==> src/rtl/cmdrx_pkg.sv <==
package cmdrx_pkg;
  localparam int WORD_W = 16;
  localparam int CTRL_W = 4;
  localparam int DATA_W = WORD_W - CTRL_W;
  localparam int CNT_W  = $clog2(WORD_W) + 1;

  typedef struct packed {
    logic [CTRL_W-1:0] ctrl;
    logic [DATA_W-1:0] data;
  } cmd_word_t;
endpackage

==> src/rtl/cmdrx_sync.sv <==
module cmdrx_sync #(
  parameter int         W       = 4,
  parameter logic [W-1:0] RST_VAL = '0
) (
  input  logic         clk,
  input  logic         rst,
  input  logic [W-1:0] d,
  output logic [W-1:0] q
);
  logic [W-1:0] meta;

  always_ff @(posedge clk) begin
    if (rst) begin
      meta <= RST_VAL;
      q    <= RST_VAL;
    end else begin
      meta <= d;
      q    <= meta;
    end
  end
endmodule

==> src/rtl/cmdrx_shift.sv <==
module cmdrx_shift
  import cmdrx_pkg::*;
(
  input  logic              clk,
  input  logic              rst,
  input  logic              clr,
  input  logic              sck_s,
  input  logic              sdi_s,
  input  logic              cs_n_s,
  output logic [WORD_W-1:0] chain,
  output logic              sdo,
  output logic              cs_rise,
  output logic              cnt_full
);
  localparam logic [CNT_W-1:0] CNT_MAX  = '1;
  localparam logic [CNT_W-1:0] CNT_WORD = CNT_W'(WORD_W);

  logic             sck_d, cs_n_d;
  logic             sck_rise, sck_fall, cs_fall;
  logic [CNT_W-1:0] bit_cnt;

  always_ff @(posedge clk) begin
    if (rst) begin
      sck_d  <= 1'b0;
      cs_n_d <= 1'b1;
    end else begin
      sck_d  <= sck_s;
      cs_n_d <= cs_n_s;
    end
  end

  assign sck_rise = sck_s & ~sck_d & ~cs_n_s;
  assign sck_fall = ~sck_s & sck_d & ~cs_n_s;
  assign cs_fall  = cs_n_d & ~cs_n_s;
  assign cs_rise  = ~cs_n_d & cs_n_s;
  assign cnt_full = (bit_cnt == CNT_WORD);

  always_ff @(posedge clk) begin
    if (rst || clr) begin
      chain   <= '0;
      bit_cnt <= '0;
    end else begin
      if (sck_rise) chain <= {chain[WORD_W-2:0], sdi_s};
      if (cs_fall) bit_cnt <= '0;
      else if (sck_rise && bit_cnt != CNT_MAX) bit_cnt <= bit_cnt + 1'b1;
    end
  end

  always_ff @(posedge clk) begin
    if (rst || clr)              sdo <= 1'b0;
    else if (cs_fall || sck_fall) sdo <= chain[WORD_W-1];
  end

  assert_chain_frozen_R5: assert property (@(posedge clk) disable iff (rst)
    (cs_n_s && !clr) |=> $stable(chain));

  assert_sdo_on_fall_R6: assert property (@(posedge clk) disable iff (rst)
    (!$past(sck_fall) && !$past(cs_fall) && !$past(clr)) |-> $stable(sdo));
endmodule

==> src/rtl/cmdrx_commit.sv <==
module cmdrx_commit
  import cmdrx_pkg::*;
(
  input  logic              clk,
  input  logic              rst,
  input  logic              clr,
  input  logic              cs_rise,
  input  logic              cnt_full,
  input  logic [WORD_W-1:0] chain,
  output cmd_word_t         hold,
  output logic              vld,
  output logic              err
);
  always_ff @(posedge clk) begin
    if (rst || clr) begin
      hold <= '0;
      vld  <= 1'b0;
      err  <= 1'b0;
    end else begin
      vld <= cs_rise & cnt_full;
      err <= cs_rise & ~cnt_full;
      if (cs_rise && cnt_full) hold <= cmd_word_t'(chain);
    end
  end

  assert_single_strobe_R3: assert property (@(posedge clk) disable iff (rst)
    vld |=> !vld);

  assert_reject_keeps_R4: assert property (@(posedge clk) disable iff (rst)
    err |-> $stable(hold));

  assert_hold_only_on_strobe_R9: assert property (@(posedge clk) disable iff (rst)
    (!vld && !$past(clr)) |-> $stable(hold));
endmodule

==> src/rtl/cmdword_rx.sv <==
module cmdword_rx
  import cmdrx_pkg::*;
#(
  parameter int DATA_BITS = 12
) (
  input  logic              clk,
  input  logic              rst,
  input  logic              clr_n,
  input  logic              sck,
  input  logic              sdi,
  input  logic              cs_n,
  output logic              sdo,
  output logic [CTRL_W-1:0] ctrl,
  output logic [DATA_W-1:0] data,
  output logic              word_vld,
  output logic              frame_err
);
  localparam int PAD = DATA_W - DATA_BITS;

  logic [3:0]        pins_s;
  logic              clr;
  logic [WORD_W-1:0] chain;
  logic              cs_rise, cnt_full;
  cmd_word_t         hold;

  cmdrx_sync #(.W(4), .RST_VAL(4'b1100)) u_sync (
    .clk (clk),
    .rst (rst),
    .d   ({clr_n, cs_n, sck, sdi}),
    .q   (pins_s)
  );

  assign clr = ~pins_s[3];

  cmdrx_shift u_shift (
    .clk      (clk),
    .rst      (rst),
    .clr      (clr),
    .sck_s    (pins_s[1]),
    .sdi_s    (pins_s[0]),
    .cs_n_s   (pins_s[2]),
    .chain    (chain),
    .sdo      (sdo),
    .cs_rise  (cs_rise),
    .cnt_full (cnt_full)
  );

  cmdrx_commit u_commit (
    .clk      (clk),
    .rst      (rst),
    .clr      (clr),
    .cs_rise  (cs_rise),
    .cnt_full (cnt_full),
    .chain    (chain),
    .hold     (hold),
    .vld      (word_vld),
    .err      (frame_err)
  );

  assign ctrl = hold.ctrl;

  generate
    if (PAD > 0) begin : g_narrow
      assign data = {hold.data[DATA_W-1:PAD], {PAD{1'b0}}};
    end else begin : g_full
      assign data = hold.data;
    end
  endgenerate
endmodule

==> config.mk <==
export PLATFORM = sky130hd
export DESIGN_NAME = cmdword_rx
export DESIGN_NICKNAME = d
export VERILOG_FILES = /design/src/rtl/cmdrx_pkg.sv /design/src/rtl/cmdrx_sync.sv /design/src/rtl/cmdrx_shift.sv /design/src/rtl/cmdrx_commit.sv /design/src/rtl/cmdword_rx.sv
export SDC_FILE = /design/constraint.sdc
export NUM_CORES = 1
export LEC_CHECK = 0
export BUFFER_PORTS_ARGS = -buffer_cell sky130_fd_sc_hd__buf_2
export CORE_MARGIN = 2
export CORE_UTILIZATION = 40
export DETAILED_ROUTE_END_ITERATION = 10
export HOLD_SLACK_MARGIN = 0.02
export SLEW_MARGIN = 20
export SYNTH_ARGS = -nofsm -noshare
export SYNTH_HDL_FRONTEND = slang
export SYNTH_HIERARCHICAL = 1
export SYNTH_SLANG_ARGS = --single-unit
export TNS_END_PERCENT = 1
==> constraint.sdc <==
create_clock -name clk -period 2.05 [get_ports clk]
set_input_delay 0.3075 -clock clk [delete_from_list [all_inputs] [get_ports clk]]
set_output_delay 0.3075 -clock clk [all_outputs]
set_load 0.02 [all_outputs]
==> impl_metrics.tcl, run 1 <==
set metrics [dict create \
    outcome "finished clean" \
    chipHeight_um 74.90 \
    cp_data_arrival_time_ps 1880 \
    post_cts_resize_count 0 \
    drt-initial-drc-count 95 \
    fp.dieW_um 74.90 \
    fin_crit_ps 1683 \
    syn-mean-instance-area_um2 9.484 \
    ys.warnings.count 6 \
    peakVddDrop_v 0.0004193 \
    ctsRootBufferMaster "clkbuf_8" \
    placement.io_buffers 24 \
    clock_insertion_delay_worst_skew_ps 300 \
    cts_max_level 2 \
    wire_per_inst_um 11.61 \
    finish.utilization_pct 47.16 \
    place_hpwl_um 2212 \
    synth_cell_type_count 34 \
    fin_nets 242 \
    avgViaCountPerCell 4.850 \
    dpl-instance-area_um2 2145 \
    bufs_on_longest_clock_path 2 \
    detail_route.wirelength_um 3495 \
    post_route_cells_drive_above_1_share_pct 23.93 \
    criticalPathCategory "reg -> reg" \
    routabilityCongestion 0.8094 \
    floorplan.die_area_um2 5610 \
    area.growth.synth_to_final_pct 12.26 \
    synth_sequential_area_ratio_pct 49.78 \
    critical_path.endpoint_type "flip-flop" \
    synth_area_leader_cell "dfxtp_1" \
    antennaDiodeCount 0 \
    postCtsSetupBuffers 0 \
    startpoint_type "flip-flop" \
    tritoncts "built" \
    seq_cells_post_synth 50 \
    cts.reportedPaths.clkPinSlew_ps 90 \
    rows 25 \
    worst-slew-pin-transition_ps 881.7 \
    grt_antenna_before_repair 0 \
    multi_input_area_um2 890.9 \
    layout.area.seq_um2 1001 \
    timing.final.crit_share_pct 82.09 \
    drcViolationCount 0 \
    final-setup-viol-count 0 \
    io_pins 25 \
    fin_worst_skew_ps 5.998 \
    fillCellCount 475 \
    global_route_wire_length_before_repair_um 5961 \
    cp_max_fo 5 \
    most_common_library_cell_in_the_layout_ignoring_fill_and_taps "dfxtp_1" \
    report.power.total_w 0.001717 \
    hold_path.class "in -> reg" \
    grt_start_max_net_pins 35 \
    synth_fp_nets 221 \
    powerDensity_nw_per_um2 760.8 \
    yosysTopAreaCellShare_pct 49.78 \
    synthesis.area_um2 2011 \
    first_global_vias 1320 \
    netlist_top_cells_area "dfxtp_1, nand2_1, a21oi_1" \
    relSlewSlack_pct 41.22 \
    top_library_cells_by_usage_in_the_layout_fill_and_taps_aside "dfxtp_1, nand2_1, a21oi_1, buf_2, nand3_1" \
    floorplan.initialDensity_pct 42.01 \
    static_power_due_to_leakage_nw 0.8547 \
    synthesis.instances 212 \
    cts_inserted_buffers 5 \
    cts_hold_repair.buffers 0 \
    grt_overflow_total 0 \
    pre_repair_dr_iteration_count 4 \
    timing.final.hold_violations 0 \
    fin_area_um2 2257 \
    rsz0062_at_grt "no" \
    core_area_um2 4786 \
    ant_nets 0 \
    gr-usage-all-layers_pct 13.95 \
    cp_data_required_time_ps 2240 \
    sum_of_negative_setup_slack_ps 0 \
    max_cap_violations 0 \
    cts_num_sinks 50 \
    fmaxAchievable_ghz 0.5942 \
    via_count 1460 \
    final_max_slew_viol_count 0 \
]
[state kept, by name (all words and copies together) (netlist names)]
register / cells
u_commit/hold: 16
u_commit/vld: 1
u_shift/sck_d: 1
u_shift/cs_n_d: 1
u_shift/chain: 16
u_sync/q: 4
u_commit/err: 1
u_sync/meta: 4
u_shift/sdo: 1
u_shift/bit_cnt: 5
[routing by layer]
layer	global-route usage (%)	part of all wire (%)	vias to the layer above	wire length, um
met5	0	0	-	0
met4	4.762	1.1	0	38
met3	4.418	4.3	5	152
met2	21.73	43	26	1496
met1	18.37	52	675	1808
li1	-	-	754	-
[power breakdown]
part	total (W)	switching, W	internal (W)
sequential	0.000983	0.00000422	0.000979
combinational	0.0000492	0.0000339	0.0000153
clock	0.000685	0.000319	0.000366
total	0.00172	0.000357	0.00136
[layout make-up]
cell class              count  share of cell area (%)
inverters                   3                  0.4989
multi-input cells         144                   39.47
flip-flops and latches     50                   44.35
clock buffers               5                   3.049
repair buffers             29                   6.984
clock inverters             3                   1.940
well taps                  67                   3.714
[synth_stat cells, drive strengths merged]
cell type / number
a21oi: 35
nor4b: 1
mux2i: 2
or4: 1
dfxtp: 50
clkbuf: 2
o21bai: 1
nor3b: 2
nand2b: 1
and3: 1
nand3b: 1
or3b: 1
nor4bb: 1
inv: 3
nand3: 18
o31ai: 1
buf: 13
ha: 3
nor2: 3
o21ai: 2
nor2b: 7
nand2: 39
xnor2: 1
or2: 7
a21bo: 16
[metrics by stage]
stage | setup WS, ps | hold slack [ps] | instances
after detailed placement | 387.5 | 398.9 | 293
after floorplan | 254.1 | 379.1 | 212
after global placement | 412.6 | 388.2 | 293
final | 367.1 | 184.2 | 301
after global routing | 189.4 | 192.1 | 301
after CTS | 364.4 | 170.2 | 301
[worst max-delay path, stage by stage, from the launching register on]
cell and delay (ps):
dfxtp_1 350, ha_1 210, and3_1 180, ha_1 230, nor4b_1 260, buf_4 180
nand2_1 60, mux2i_1 110
[worst paths after layout]
kind | from | endpoint | slack, ps | cells after the start
setup / recovery | u_shift/bit_cnt[0] | u_shift/bit_cnt[2] | 370 | 7
hold / removal | clr_n | u_sync/meta[3] | 180 | 2
setup reg to reg | u_shift/bit_cnt[0] | u_shift/bit_cnt[2] | 370 | 7
hold reg to reg | u_sync/meta[3] | u_sync/q[3] | 410 | 1
[logic make-up (layout without fill, tap and decap cells)]
family          Yosys count  count (layout)  share of synthesized area (%)
buf+inv                  18              40                          6.783
mux                       2               2                         0.9957
fa+ha+maj                 3               3                          1.867
flops                    50              50                          49.78
compound gates           55              55                          19.60
simple gates             83              83                          20.54
xor+xnor                  1               1                         0.4357
No activity file was read; power rests on OpenSTA's default activity.
==> run 2: changes to the inputs <==
Settings changed: ABC_AREA from default to 1.
Clock period 2.05 ns to 1.44 ns, I/O delays scaled along.
==> run 2 against run 1 <==
Clock power increased by 18%. Area after synthesis shrank 4.5%. Register-to-register slack worse by 310 ps. Die area decreased by 4.3%. Setup slack worse by 310 ps. Sequential power is 43% higher. Total power grew 34%. Clock skew increased by 2.7 ps. Core utilization rose by 1.6 points.
==> impl_metrics.tcl, run 2 <==
set metrics [dict create \
    outcome "finished clean" \
    finish.utilization_pct 48.72 \
    rows 25 \
    multi_input_area_um2 780.7 \
    smallest_hold_slack_ps 97.57 \
    grt_overflow_total 0 \
    powerDensity_nw_per_um2 1014 \
    rsz0062_at_grt "yes" \
    grt_start_max_net_pins 19 \
    critical_path.endpoint_type "flip-flop" \
    io_pins 25 \
    synthesis.area_um2 1919 \
    gr-usage-all-layers_pct 12.94 \
    drt-initial-drc-count 84 \
    wire_per_inst_um 9.310 \
    cts_inserted_buffers 5 \
    routabilityCongestion 0.7068 \
    antennaDiodeCount 0 \
    finalNonFillerCells 342 \
    static_power_due_to_leakage_nw 1.160 \
    fmaxAchievable_ghz 0.7218 \
    area.growth.synth_to_final_pct 18.32 \
    max_cap_violations 0 \
    cts.reportedPaths.clkPinSlew_ps 90 \
    detail_route.wirelength_um 3184 \
    startpoint_type "flip-flop" \
    ys.warnings.count 6 \
    top_library_cells_by_usage_in_the_layout_fill_and_taps_aside "nor2_1, nand2_1, dfxtp_1, inv_1, buf_2" \
    chipHeight_um 73.27 \
    cp_data_required_time_ps 1630 \
    hold_path.class "in -> reg" \
    synth_flop_cell "dfxtp_1" \
    synth_cell_type_count 23 \
    fp.dieW_um 73.27 \
    share_of_synthesized_registers_carrying_an_async_set_or_reset_pct 0 \
    synth_area_leader_cell "dfxtp_1" \
    place_hpwl_um 2133 \
    fin_nets 296 \
    cp_max_fo 16 \
    worst-slew-pin-transition_ps 395.9 \
    drcViolationCount 0 \
    seq_cells_post_synth 50 \
    core_area_um2 4661 \
    final_max_slew_viol_count 0 \
    clock_insertion_delay_worst_skew_ps 290 \
    relSlewSlack_pct 73.54 \
    fin_crit_ps 1385 \
    avgViaCountPerCell 4.377 \
    layout.area.seq_um2 1008 \
    fillCellCount 472 \
    cts_num_sinks 50 \
    synth_enable_flop_cells 0 \
    ctsRootBufferMaster "clkbuf_8" \
    syn-mean-instance-area_um2 7.497 \
    layout_top_registers "u_commit/hold: 16 flops, u_shift/chain: 16 flops, u_shift/bit_cnt: 5 flops" \
    fin_worst_skew_ps 8.742 \
    post_route_cells_drive_above_1_share_pct 20.49 \
    yosys-top-cells-count "nor2_1, nand2_1, dfxtp_1" \
    pre_repair_dr_iteration_count 4 \
    tritoncts "built" \
    timing.final.crit_share_pct 96.20 \
    via_count 1497 \
    synth_fp_nets 265 \
    floorplan.die_area_um2 5368 \
    placedCellCount 334 \
    first_global_vias 1223 \
    fin_area_um2 2271 \
    timing.final.hold_violations 0 \
    yosysTopAreaCellShare_pct 52.15 \
    synth_sequential_area_ratio_pct 52.15 \
    dpl-instance-area_um2 2097 \
    cts_max_level 2 \
    cp_data_arrival_time_ps 1580 \
    synthesis.instances 256 \
    grt_antenna_before_repair 0 \
    ant_nets 0 \
    placement.io_buffers 24 \
    criticalPathCategory "reg -> reg" \
    postCtsSetupBuffers 0 \
    floorplan.initialDensity_pct 41.18 \
    bufs_on_longest_clock_path 2 \
    netlist_top_cells_area "dfxtp_1, nor2_1, nand2_1" \
    final-setup-viol-count 0 \
    global_route_wire_length_before_repair_um 5423 \
    most_common_cell_in_the_netlist "nor2_1" \
    most_common_library_cell_in_the_layout_ignoring_fill_and_taps "nor2_1" \
    peakVddDrop_v 0.0005445 \
]
-- run 2: cells by family (layout without fill, tap and decap cells) --
group / count (synthesis) / count (layout) / share of synthesized area [%]
adders and majority gates: 3 / 3 / 1.956
and+or+nand+nor: 140 / 140 / 29.66
buffers and inverters: 39 / 71 / 9.778
AOI/OAI and AO/OA: 23 / 23 / 5.997
xor gates and xnor gates: 1 / 1 / 0.4564
DFF: 50 / 50 / 52.15
-- run 2: cell type report --
| type | instances | area share [%] |
|---|---|---|
| Clock buffer | 7 | 3.802 |
| Multi-Input combinational cell | 167 | 34.38 |
| Inverter | 32 | 5.730 |
| Tap cell | 54 | 2.975 |
| Clock inverter | 1 | 0.2204 |
| Sequential cell | 50 | 44.41 |
| Timing Repair Buffer | 31 | 8.485 |
-- run 2: worst paths after layout --
path                                          from          endpoint  slack [ps]  cells past startpoint
worst min-delay path                          cs_n    u_sync/meta[2]         100                      3
worst max-delay path            u_shift/bit_cnt[1]  u_commit/hold[9]          50                      9
worst max register to register  u_shift/bit_cnt[1]  u_commit/hold[9]          50                      9
worst min register to register      u_sync/meta[1]       u_sync/q[1]         400                      2
-- run 2: critical path, stage by stage (launching register included) --
cell	delay [ps]
dfxtp_4	380
inv_4	60
ha_4	120
nand2_2	50
nor3_2	150
buf_4	150
nand2_4	70
buf_12	160
nor2_1	100
nor2_1	60
-- run 2: what timing repair did --
item / in CTS / in global routing
resized for setup: 1 / 23
setup endpoints to repair: 8 / 22
hold buffers: 0 / 0
pin swaps: 0 / 11
-- run 2: metal layers --
metal / part of all wire (%) / GRT usage, % / wire length (um)
met4: 0.60 / 4.938 / 19
met2: 45 / 20.12 / 1445
met3: 3.5 / 3.292 / 111
met5: 0 / 0 / 0
met1: 51 / 17.27 / 1608
-- run 2: through the flow --
| step | setup TNS [ps] | total power [W] | worst slack [ps] |
|---|---|---|---|
| global placement | 0 | 0.001527 | 20.06 |
| global route | -508.5 | 0.002426 | -52.50 |
| finish | 0 | 0.002302 | 54.66 |
| detailed placement | 0 | 0.001527 | 4.423 |
| floorplan | 0 | 0.001504 | 126.2 |
| CTS | 0 | 0.002345 | 3.616 |
-- run 2: report_power, final --
| part | leakage, nW | total, W | internal (W) | switching [W] |
|---|---|---|---|---|
| Combinational | 0.705 | 0.0000854 | 0.0000290 | 0.0000565 |
| Clock | 0.0482 | 0.000811 | 0.000388 | 0.000423 |
| Sequential | 0.407 | 0.00141 | 0.00140 | 0.00000958 |
==> run 3: changes to the inputs <==
Clock period 1.44 ns to 1.3 ns, I/O delays scaled along.
==> run 3 against run 2 <==
The flow now finishes with violations (setup timing). Critical path type unchanged. Clock-buffer cell count is 2 lower. Setup slack worse by 94 ps. Core utilization up 0.89 points. Largest cell class unchanged. Critical path depth fell by 2. Sequential power is 11% higher. Global-route usage rose by 0.51 points. Non-clock buffer count is 4 higher. Design area is 1.8% higher. Fmax up 3.4%. Register-to-register slack got worse by 90 ps. Combinational power increased by 16%.
==> impl_metrics.tcl, run 3 (same netlist as run 2, synthesis figures left out) <==
set metrics [dict create \
    outcome "finished with violations" \
    violations_in_the_final_reports "setup timing" \
    pre_repair_dr_iteration_count 4 \
    end_of_the_worst_register_to_register_path "u_shift/bit_cnt[2]" \
    core_area_um2 4661 \
    antennaDiodeCount 0 \
    multi_input_area_um2 773.2 \
    fp.dieW_um 73.27 \
    gr-usage-all-layers_pct 13.45 \
    powerDensity_nw_per_um2 1175 \
    cp_data_required_time_ps 1490 \
    placedCellCount 336 \
    slowest_delay_ps 370 \
    floorplan.initialDensity_pct 41.18 \
    avgViaCountPerCell 4.416 \
    area.growth.synth_to_final_pct 20.47 \
    power.combinational.fraction_pct 3.6 \
    most_crowded_layer_gr "met2" \
    cts.reportedPaths.clkPinSlew_ps 90 \
    fillCellCount 493 \
    power.share.switching_pct 20.95 \
    io_pins 25 \
    hold_path_end "u_sync/meta[3]" \
    power_frac_seq_pct 57.3 \
    intPower_w 0.002148 \
    p_sw_w 0.0005694 \
    layout_top_registers "u_commit/hold: 16 flops, u_shift/chain: 16 flops, u_shift/bit_cnt: 5 flops" \
    clkPwrFrac_pct 39.1 \
    gr_layer_usage_met3_pct 2.881 \
    first_global_vias 1312 \
    relSlewSlack_pct 71.61 \
    rsz0062_at_grt "yes" \
    grt_overflow_total 0 \
    globalRouteMet2Util_pct 21.52 \
    post_route_cells_drive_above_1_share_pct 21.92 \
    beginning_of_the_worst_register_to_register_path "u_shift/bit_cnt[1]" \
    postLayoutSetupSlackWorst_ps -39.42 \
    layout.area.seq_um2 1010 \
    cts_hold_repair.buffers 0 \
    hold_path.class "in -> reg" \
    finalNonFillerCells 346 \
    fin_crit_ps 1339 \
    smallest_hold_slack_ps 71.16 \
    drt-initial-drc-count 91 \
    worst-r2r-setup-slack_ps -40 \
    dpl-instance-area_um2 2147 \
    r2r.worst_path.cells 7 \
    placement.io_buffers 24 \
    top_library_cells_by_usage_in_the_layout_fill_and_taps_aside "nor2_1, nand2_1, dfxtp_1, inv_1, buf_2" \
    startpoint_type "flip-flop" \
    timing.final.hold_violations 0 \
    via_count 1528 \
    most_common_library_cell_in_the_layout_ignoring_fill_and_taps "nor2_1" \
    fin_area_um2 2312 \
    report.power.total_w 0.002717 \
    drcViolationCount 0 \
    cp_max_fo 5 \
    whs_path_depth 3 \
    cts_max_level 2 \
    fmaxAchievable_ghz 0.7466 \
    chipHeight_um 73.27 \
    rows 25 \
    globalRouteMet1Util_pct 16.84 \
    cp_slowest_cell "dfxtp_4" \
    floorplan.die_area_um2 5368 \
    routabilityCongestion 0.8453 \
    tritoncts "built" \
    holdCritStartpoint "clr_n" \
    cts_inserted_buffers 5 \
    cts_num_sinks 50 \
    global_route_wire_length_before_repair_um 5561 \
    bufs_on_longest_clock_path 2 \
    clock_insertion_delay_worst_skew_ps 300 \
    wire_per_inst_um 9.647 \
    cp_cell_sequence "ha_4 -> nand2_2 -> nor2_2 -> ha_2 -> nand3b_1 -> nand2_1 -> a21oi_2" \
    finish.utilization_pct 49.61 \
    cp_data_arrival_time_ps 1530 \
    final-setup-viol-count 19 \
    fin_nets 300 \
    peakVddDrop_v 0.0005580 \
    grt_start_max_net_pins 20 \
    place_hpwl_um 2180 \
    criticalPathCategory "reg -> reg" \
    ant_nets 0 \
    final_max_slew_viol_count 0 \
    static_power_due_to_leakage_nw 1.179 \
    critical_path.endpoint_type "flip-flop" \
    fin_worst_skew_ps 7.564 \
    worst-slew-pin-transition_ps 424.9 \
    cp_startpoint "u_shift/bit_cnt[1]" \
    grt_antenna_before_repair 0 \
    detail_route.wirelength_um 3338 \
    timing.final.crit_share_pct 103.0 \
    max_cap_violations 0 \
    ctsRootBufferMaster "clkbuf_8" \
]
-- run 3: critical path: cells and delay by family (launching register included) --
| family | cells | cell delay, ps |
|---|---|---|
| compound gates | 1 | 50 |
| fa+ha+maj | 2 | 330 |
| flops | 1 | 370 |
| simple gates | 4 | 480 |
-- run 3: worst max-delay path by stage --
stage | endpoint | slack, ps | depth (start not counted)
floorplan | u_shift/bit_cnt[0] | -7 | 7
global placement | u_shift/bit_cnt[0] | -150 | 7
detailed placement | u_shift/bit_cnt[3] | -130 | 7
CTS | u_shift/bit_cnt[1] | -50 | 8
global route | u_commit/hold[12] | -170 | 9
finish | u_shift/bit_cnt[2] | -40 | 7
-- run 3: repair_timing --
item,CTS,global route
resized for setup,8,5
buffers inserted,2,0
pin swaps,12,4
setup endpoints to repair,21,22
-- run 3: layer usage --
metal | wire (um) | vias up
li1 | - | 840
met1 | 1660 | 659
met2 | 1491 | 23
met3 | 119 | 6
met4 | 67 | 0
met5 | 0 | -
-- run 3: metrics by stage --
step	setup slack, ps	TNS [ps]
global placement	-154.4	-754.4
CTS	-47.68	-488.7
floorplan	-7.249	-36.25
global route	-165.4	-2730
detailed placement	-125.3	-837.4
finish	-39.42	-326.4
-- run 3: final cells by class --
type / count / share of cell area, %
Clock buffer: 5 / 2.976
Clock inverter: 3 / 1.732
Inverter: 32 / 5.411
Multi-Input combinational cell: 167 / 33.44
Sequential cell: 50 / 43.67
Tap cell: 54 / 2.922
Timing Repair Buffer: 35 / 9.848
-- run 3: power groups by stage --
stage / Sequential (W) / Clock (W) / Combinational, W
2_1_floorplan: 0.00160 / 0 / 0.0000685
3_3_place_gp: 0.00160 / 0 / 0.0000976
3_5_place_dp: 0.00160 / 0 / 0.0000991
4_1_cts: 0.00156 / 0.00110 / 0.000100
5_1_grt: 0.00156 / 0.00116 / 0.000113
6_report: 0.00156 / 0.00106 / 0.0000991
